<file path="config.mk">
export PLATFORM = sky130hd
export DESIGN_NAME = spd_gen
export DESIGN_NICKNAME = d
export VERILOG_FILES = /design/src/rtl/spd_pkg.sv /design/src/rtl/spd_geom.sv /design/src/rtl/spd_image.sv /design/src/rtl/spd_gen.sv
export SDC_FILE = /design/constraint.sdc
export NUM_CORES = 1
export LEC_CHECK = 0
export CAP_MARGIN = 5
export CORE_MARGIN = 10
export CORE_UTILIZATION = 55
export CTS_CLUSTER_DIAMETER = 100
export CTS_CLUSTER_SIZE = 8
export DETAILED_ROUTE_END_ITERATION = 12
export PLACE_DENSITY = 0.77
export SLEW_MARGIN = 0
export SYNTH_ARGS = -nofsm -noshare
export SYNTH_HDL_FRONTEND = slang
export SYNTH_SLANG_ARGS = --single-unit
</file>
<file path="constraint.sdc">
create_clock -name clk_i -period 3.9 [get_ports clk_i]
set_input_delay 0.39 -clock clk_i [delete_from_list [all_inputs] [get_ports clk_i]]
set_output_delay 0.39 -clock clk_i [all_outputs]
set_load 0.05 [all_outputs]
</file>
<file path="src/rtl/spd_pkg.sv">
package spd_pkg;

  typedef enum logic [3:0] {
    MT_SDR  = 4'd4,
    MT_DDR  = 4'd7,
    MT_DDR2 = 4'd8
  } mem_type_e;

  function automatic mem_type_e decode_type(logic [3:0] code);
    case (code)
      4'd7:    return MT_DDR;
      4'd8:    return MT_DDR2;
      default: return MT_SDR;
    endcase
  endfunction

  function automatic logic [7:0] lg_min(mem_type_e t);
    case (t)
      MT_DDR:  return 8'd5;
      MT_DDR2: return 8'd7;
      default: return 8'd2;
    endcase
  endfunction

  function automatic logic [7:0] lg_max(mem_type_e t);
    case (t)
      MT_DDR:  return 8'd12;
      MT_DDR2: return 8'd14;
      default: return 8'd9;
    endcase
  endfunction

  function automatic logic [7:0] pack_density(mem_type_e t, logic [7:0] lg);
    logic [15:0] d;
    d = 16'(1) << (lg - 8'd2);
    case (t)
      MT_DDR2: return (d[7:0] & 8'hE0) | (d[15:8] & 8'h1F);
      MT_DDR:  return (d[7:0] & 8'hF8) | (d[15:8] & 8'h07);
      default: return d[7:0];
    endcase
  endfunction

  // constant fields of the image; 0 elsewhere
  function automatic logic [7:0] fixed_byte(logic [7:0] idx);
    case (idx)
      8'd0:    return 8'd128;
      8'd1:    return 8'd8;
      8'd3:    return 8'd13;
      8'd4:    return 8'd10;
      8'd6:    return 8'd64;
      8'd8:    return 8'd4;
      8'd9:    return 8'h25;
      8'd10:   return 8'd1;
      8'd12:   return 8'h82;
      8'd13:   return 8'd8;
      8'd16:   return 8'd12;
      8'd17:   return 8'd4;
      8'd18:   return 8'd12;
      8'd20:   return 8'd2;
      8'd23:   return 8'h12;
      8'd27:   return 8'd20;
      8'd28:   return 8'd15;
      8'd29:   return 8'd20;
      8'd30:   return 8'd45;
      8'd32:   return 8'd20;
      8'd33:   return 8'd8;
      8'd34:   return 8'd20;
      8'd35:   return 8'd8;
      default: return 8'd0;
    endcase
  endfunction

endpackage

</file>
<file path="src/rtl/spd_geom.sv">
module spd_geom
  import spd_pkg::*;
#(
  parameter int SIZE_W    = 20,
  parameter int MAX_BANKS = 8,
  localparam int LG_W     = $clog2(SIZE_W),
  localparam int BANK_W   = $clog2(MAX_BANKS + 1)
) (
  input  logic              clk_i,
  input  logic              rst_ni,
  input  logic              start_i,
  input  logic [3:0]        type_i,
  input  logic [SIZE_W-1:0] size_i,
  output logic              done_o,
  output logic              err_small_o,
  output logic              warn_pow2_o,
  output logic              warn_type_o,
  output logic              warn_trunc_o,
  output mem_type_e         type_o,
  output logic [BANK_W-1:0] banks_o,
  output logic [LG_W-1:0]   lg_o
);
  localparam int CAP_W = SIZE_W + BANK_W;

  typedef enum logic [1:0] {G_IDLE, G_REDUCE, G_SPLIT, G_OUT} gstate_e;

  gstate_e           state_q;
  mem_type_e         type_q;
  logic [LG_W-1:0]   lg_q, lg0_q;
  logic [BANK_W-1:0] banks_q;
  logic              small_q, pow2_q, tchg_q, trunc_q;

  logic [LG_W-1:0] lg_c;
  logic            small_c, pow2_c, below_c;
  mem_type_e       t_in_c, t_adj_c;
  logic [CAP_W-1:0] cap_c, p2_c;

  always_comb begin
    lg_c = '0;
    for (int i = 0; i < SIZE_W; i++)
      if (size_i[i]) lg_c = LG_W'(i);
  end

  assign small_c = size_i < SIZE_W'(4);
  assign pow2_c  = size_i != (SIZE_W'(1) << lg_c);
  assign t_in_c  = decode_type(type_i);
  assign below_c = 8'(lg_c) < lg_min(t_in_c);
  // P >= 32 <=> log2(P) >= 5
  assign t_adj_c = !below_c ? t_in_c : ((8'(lg_c) >= 8'd5) ? MT_DDR : MT_SDR);

  assign p2_c  = CAP_W'(1) << lg0_q;
  assign cap_c = CAP_W'(banks_q) << lg_q;

  always_ff @(posedge clk_i or negedge rst_ni) begin
    if (!rst_ni) begin
      state_q <= G_IDLE;
      type_q  <= MT_SDR;
      lg_q    <= '0;
      lg0_q   <= '0;
      banks_q <= BANK_W'(1);
      small_q <= 1'b0;
      pow2_q  <= 1'b0;
      tchg_q  <= 1'b0;
      trunc_q <= 1'b0;
    end else begin
      case (state_q)
        G_IDLE: if (start_i) begin
          type_q  <= t_adj_c;
          lg_q    <= lg_c;
          lg0_q   <= lg_c;
          banks_q <= BANK_W'(1);
          small_q <= small_c;
          pow2_q  <= !small_c && pow2_c;
          tchg_q  <= !small_c && below_c;
          trunc_q <= 1'b0;
          state_q <= small_c ? G_OUT : G_REDUCE;
        end
        G_REDUCE: begin
          if (8'(lg_q) > lg_max(type_q) && banks_q < BANK_W'(MAX_BANKS)) begin
            lg_q    <= lg_q - LG_W'(1);
            banks_q <= banks_q + BANK_W'(1);
          end else begin
            state_q <= G_SPLIT;
          end
        end
        G_SPLIT: begin
          trunc_q <= p2_c > cap_c;
          if (banks_q == BANK_W'(1) && 8'(lg_q) > lg_min(type_q)) begin
            lg_q    <= lg_q - LG_W'(1);
            banks_q <= BANK_W'(2);
          end
          state_q <= G_OUT;
        end
        default: state_q <= G_IDLE;
      endcase
    end
  end

  assign done_o       = state_q == G_OUT;
  assign err_small_o  = small_q;
  assign warn_pow2_o  = pow2_q;
  assign warn_type_o  = tchg_q;
  assign warn_trunc_o = trunc_q;
  assign type_o       = type_q;
  assign banks_o      = banks_q;
  assign lg_o         = lg_q;

  AST_BANK_CAP: assert property (@(posedge clk_i) disable iff (!rst_ni)
    banks_q <= BANK_W'(MAX_BANKS));

  AST_REDUCE_STEP: assert property (@(posedge clk_i) disable iff (!rst_ni)
    state_q == G_REDUCE |=> (banks_q == $past(banks_q)) ||
                            (banks_q == $past(banks_q) + BANK_W'(1) && lg_q == $past(lg_q) - LG_W'(1)));

endmodule

</file>
<file path="src/rtl/spd_image.sv">
module spd_image
  import spd_pkg::*;
#(
  parameter int LG_W   = 5,
  parameter int BANK_W = 4
) (
  input  logic [7:0]        idx_i,
  input  mem_type_e         type_i,
  input  logic [BANK_W-1:0] banks_i,
  input  logic [LG_W-1:0]   lg_i,
  output logic [7:0]        byte_o
);
  logic is_ddr2;
  assign is_ddr2 = type_i == MT_DDR2;

  always_comb begin
    case (idx_i)
      8'd2:    byte_o = 8'(type_i);
      8'd5:    byte_o = is_ddr2 ? 8'(banks_i) - 8'd1 : 8'(banks_i);
      8'd15,
      8'd19:   byte_o = is_ddr2 ? 8'd0 : 8'd1;
      8'd31:   byte_o = pack_density(type_i, 8'(lg_i));
      default: byte_o = fixed_byte(idx_i);
    endcase
  end

endmodule

</file>
<file path="src/rtl/spd_gen.sv">
module spd_gen
  import spd_pkg::*;
#(
  parameter int SIZE_W    = 20,
  parameter int MAX_BANKS = 8
) (
  input  logic              clk_i,
  input  logic              rst_ni,
  input  logic              start_i,
  input  logic [3:0]        mem_type_i,
  input  logic [SIZE_W-1:0] size_mb_i,
  output logic              busy_o,
  output logic              done_o,
  output logic              err_small_o,
  output logic              warn_pow2_o,
  output logic              warn_type_o,
  output logic              warn_trunc_o,
  output logic              byte_valid_o,
  output logic [7:0]        byte_idx_o,
  output logic [7:0]        byte_data_o
);
  localparam int LG_W   = $clog2(SIZE_W);
  localparam int BANK_W = $clog2(MAX_BANKS + 1);
  localparam logic [7:0] SUM_IDX  = 8'd63;
  localparam logic [7:0] LAST_IDX = 8'd255;

  typedef enum logic [1:0] {T_IDLE, T_GEOM, T_STREAM, T_DONE} tstate_e;

  tstate_e           state_q;
  logic [7:0]        idx_q, sum_q;
  logic              geo_done;
  mem_type_e         geo_type;
  logic [BANK_W-1:0] geo_banks;
  logic [LG_W-1:0]   geo_lg;
  logic [7:0]        img_byte;
  logic              accept;

  assign accept = start_i && state_q == T_IDLE;

  spd_geom #(.SIZE_W(SIZE_W), .MAX_BANKS(MAX_BANKS)) u_geom (
    .clk_i        (clk_i),
    .rst_ni       (rst_ni),
    .start_i      (accept),
    .type_i       (mem_type_i),
    .size_i       (size_mb_i),
    .done_o       (geo_done),
    .err_small_o  (err_small_o),
    .warn_pow2_o  (warn_pow2_o),
    .warn_type_o  (warn_type_o),
    .warn_trunc_o (warn_trunc_o),
    .type_o       (geo_type),
    .banks_o      (geo_banks),
    .lg_o         (geo_lg)
  );

  spd_image #(.LG_W(LG_W), .BANK_W(BANK_W)) u_image (
    .idx_i   (idx_q),
    .type_i  (geo_type),
    .banks_i (geo_banks),
    .lg_i    (geo_lg),
    .byte_o  (img_byte)
  );

  always_ff @(posedge clk_i or negedge rst_ni) begin
    if (!rst_ni) begin
      state_q <= T_IDLE;
      idx_q   <= '0;
      sum_q   <= '0;
    end else begin
      case (state_q)
        T_IDLE: if (accept) state_q <= T_GEOM;
        T_GEOM: if (geo_done) begin
          idx_q   <= '0;
          sum_q   <= '0;
          state_q <= err_small_o ? T_DONE : T_STREAM;
        end
        T_STREAM: begin
          // checksum gathers bytes 0..62 as they leave
          if (idx_q < SUM_IDX) sum_q <= sum_q + img_byte;
          if (idx_q == LAST_IDX) state_q <= T_DONE;
          else idx_q <= idx_q + 8'd1;
        end
        default: state_q <= T_IDLE;
      endcase
    end
  end

  assign busy_o       = state_q != T_IDLE;
  assign done_o       = state_q == T_DONE;
  assign byte_valid_o = state_q == T_STREAM;
  assign byte_idx_o   = idx_q;
  assign byte_data_o  = (idx_q == SUM_IDX) ? sum_q : img_byte;

  AST_STREAM_ORDER: assert property (@(posedge clk_i) disable iff (!rst_ni)
    byte_valid_o && $past(byte_valid_o) |-> byte_idx_o == $past(byte_idx_o) + 8'd1);

  AST_STREAM_START: assert property (@(posedge clk_i) disable iff (!rst_ni)
    $rose(byte_valid_o) |-> byte_idx_o == 8'd0);

  AST_ERR_NO_STREAM: assert property (@(posedge clk_i) disable iff (!rst_ni)
    err_small_o |-> !byte_valid_o);

  AST_DONE_PULSE: assert property (@(posedge clk_i) disable iff (!rst_ni)
    done_o |=> !done_o);

  AST_FLAGS_HELD: assert property (@(posedge clk_i) disable iff (!rst_ni)
    busy_o && $past(busy_o) && $past(start_i) |-> $stable(err_small_o));

endmodule

</file>
==> results.json <==
{
  "num_rows": 34,
  "syn_area_um2": 5050,
  "cts_setup_buffers": 0,
  "drive_above_1_share": 0.0891,
  "p_leak_uw": 0.00253,
  "final_antenna_net_count": 0,
  "io-pin-count": 50,
  "grt_usage": 0.209,
  "place_hpwl_um": 11000,
  "synth_fp_nets": 761,
  "synth_seq_cells": 41,
  "clockBufferDepth": 2,
  "portBuffers": 49,
  "tns_ns": 0,
  "met2WireLength_um": 6700,
  "first_pass_iters": 5,
  "outcome": "completed",
  "numCtsBuffers": 5,
  "ys_seq_area_frac": 0.204,
  "dr.first_iter.drc_count": 415,
  "place_inst": 807,
  "maxCapViolCount": 0,
  "fin_nets": 797,
  "grt_pass1_wl_um": 23500,
  "gp_congestion": 0.954,
  "clock_sinks": 41,
  "initial_core_util": 0.573,
  "cp-end-kind": "flip-flop",
  "area_growth_pct": 13.0,
  "path_class": "flip-flop to flip-flop",
  "grt-ovfl-total": 0,
  "layout.cells.non_filler": 815,
  "fmax_mhz": 275,
  "wirelength_um": 14000,
  "power.density_nw_per_um2": 768,
  "core_um2": 8810,
  "avgSynthCellArea_um2": 7.53,
  "synth_area_leaders": "dfrtp_1, ha_1, nand2_1",
  "postLayoutCellArea_um2": 5700,
  "synthCells": 670,
  "antenna_cells": 0,
  "synth-async-reset-ratio": 1.00,
  "slew_headroom": 0.357,
  "top_layer": "met4",
  "rsz0062_at_grt": "false",
  "slew_viol_final": 0,
  "wl_met3_um": 782,
  "grt_pass1_vias": 4932,
  "cp_max_fo": 9,
  "synth_warnings": 0,
  "ctsResizeCount": 0,
  "dieWidth_um": 116,
  "die_y_um": 116,
  "clock_latency_ns": 0.29,
  "finalCritPeriodShare": 0.932,
  "cts_tree": "yes",
  "routedWlPerCell_um": 17.2,
  "startpoint_type": "flip-flop",
  "worst_slew_pin_slew_ns": 0.964,
  "post-route-min-period_ns": 3.63,
  "via_count": 5155,
  "holdCritPathClass": "input pin to async pin",
  "root_buffer": "clkbuf_8",
  "synth_edf_count": 0,
  "final_hold_viol_count": 0,
  "drt-met1-wl_um": 6300,
  "ys.flop_type": "dfrtp_1",
  "postCtsHoldBufs": 0,
  "required_ns": 4.09,
  "timing.rr.start": "byte_idx_o[0]",
  "synth_area_leader_cell": "dfrtp_1",
  "antenna_found_initial": 0,
  "die_area_um2": 13400,
  "netlist.area_leader.share": 0.193,
  "drc": 0,
  "max-vdd-ir-drop_v": 0.000573,
  "crit_start": "byte_idx_o[0]",
  "h-tree-depth": 2,
  "final.setup_skew_ns": 0.0108,
  "power_uw": 4380,
  "post_dp_cell_area_um2": 5590,
  "setup_viol_count_final": 0,
  "grt_max_degree": 42,
  "worstPathArrival_ns": 3.83,
  "synth_cell_types": 77,
  "avgViaCountPerCell": 6.33,
  "clkTransAtPathRegs_ns": 0.09
}
## cell type report
cell class	instances	area (µm²)
Multi-Input combinational cell	563	3720
Fill cell	794	3100
Sequential cell	41	1030
Timing Repair Buffer	62	588
Tap cell	108	135
Inverter	33	128
Clock buffer	7	96.3
Clock inverter	1	5.00
## critical path, stage by stage (launching register included)
cell	delay, ns
dfrtp_1	0.49
inv_1	0.15
ha_1	0.27
mux2i_1	0.10
o21ai_0	0.24
o21ai_2	0.16
nand4_1	0.12
nand3_1	0.13
a31oi_1	0.32
inv_1	0.08
ha_1	0.27
a21o_1	0.17
a21o_1	0.20
a21oi_1	0.14
nand2b_1	0.13
a21oi_1	0.08
xor2_1	0.15
nor3b_2	0.16
a21o_1	0.16
## stage by stage
stage / hold slack, ns / setup WS [ns] / util
finish: 0.242 / 0.266 / 0.648
global placement: 0.474 / 0.380 / 0.635
floorplan: 0.0944 / 0.349 / -
detailed placement: 0.487 / 0.243 / 0.635
global route: 0.300 / 0.0249 / 0.648
CTS: 0.278 / 0.231 / 0.647
## report_power, final
group	internal (µW)	switching, µW	total, µW
sequential	584	266	849
clock	160	154	314
combinational	1280	1940	3220
## Yosys cell counts (3+ instances only)
| master | instances |
|---|---|
| o21a_1 | 4 |
| o21bai_1 | 3 |
| a221o_1 | 3 |
| a221oi_1 | 3 |
| o31ai_1 | 7 |
| xor2_1 | 7 |
| nand3b_1 | 11 |
| inv_1 | 31 |
| nand3_1 | 20 |
| a31oi_1 | 5 |
| ha_1 | 63 |
| nor3_1 | 17 |
| a22o_1 | 4 |
| or2_2 | 9 |
| and3_1 | 7 |
| or3_1 | 7 |
| a32oi_1 | 3 |
| nand2_1 | 80 |
| a21oi_1 | 34 |
| nor2_1 | 79 |
| buf_6 | 5 |
| o211ai_1 | 5 |
| clkbuf_1 | 24 |
| nand4_1 | 14 |
| o21ai_0 | 52 |
| or4_1 | 3 |
| xnor2_1 | 10 |
| a211oi_1 | 6 |
| nand2b_1 | 10 |
| nor2b_1 | 10 |
| a21o_1 | 19 |
| dfrtp_1 | 39 |
| a22oi_1 | 5 |
| nor4_1 | 7 |
| mux2i_1 | 4 |
## logic make-up after synthesis
group,share of synthesized area
AND/OR/NAND/NOR,0.284
AO/OA/AOI/OAI,0.244
buffers and inverters,0.0595
adder cells (fa/ha/maj),0.162
flip-flops,0.204
XOR/XNOR,0.0295
multiplexers,0.0169
## routing by layer
layer,GRT usage,vias to the layer above
li1,-,2508
met1,0.282,2467
met2,0.347,159
met3,0.0372,21
met4,0.0350,0
met5,0,-
## worst paths after layout
check                                     end  slack [ns]  cells past startpoint
hold / removal                  byte_idx_o[4]        0.24                      1
max in group asynchronous      u_geom.lg_o[1]        2.99                      1
setup / recovery                     sum_q[7]        0.27                     18
setup reg to reg                     sum_q[7]        0.27                     18
hold reg to reg            u_geom.warn_type_o        0.51                      2
min in group clk_i         u_geom.warn_type_o        0.51                      2
## registers in the layout, summed over array words and instances (netlist names), 2 cells and up
name and cells:
sum_q 8, u_geom.state_q 2, u_geom.banks_o 4, u_geom.lg_o 5
u_geom.type_o 3, state_q 2, u_geom.lg0_q 5, byte_idx_o 8
## placed cells by master, fill, tap and decap left out, drive strengths merged, types with 8 or more instances in the layout
| cell type | Yosys | routed |
|---|---|---|
| inv | 31 | 31 |
| ha | 63 | 63 |
| a21o | 20 | 20 |
| or2 | 9 | 9 |
| nor4 | 8 | 8 |
| nor2b | 10 | 10 |
| nand3 | 20 | 20 |
| a21oi | 34 | 34 |
| dfrtp | 39 | 39 |
| nor3 | 17 | 17 |
| and3 | 9 | 9 |
| o21ai | 55 | 55 |
| nand3b | 12 | 12 |
| nand4 | 14 | 14 |
| clkdlybuf4s50 | 0 | 40 |
| nand2b | 10 | 10 |
| nor2 | 80 | 80 |
| buf | 6 | 22 |
| nand2 | 80 | 80 |
| xnor2 | 10 | 10 |
(Power assumes the default switching activity.)
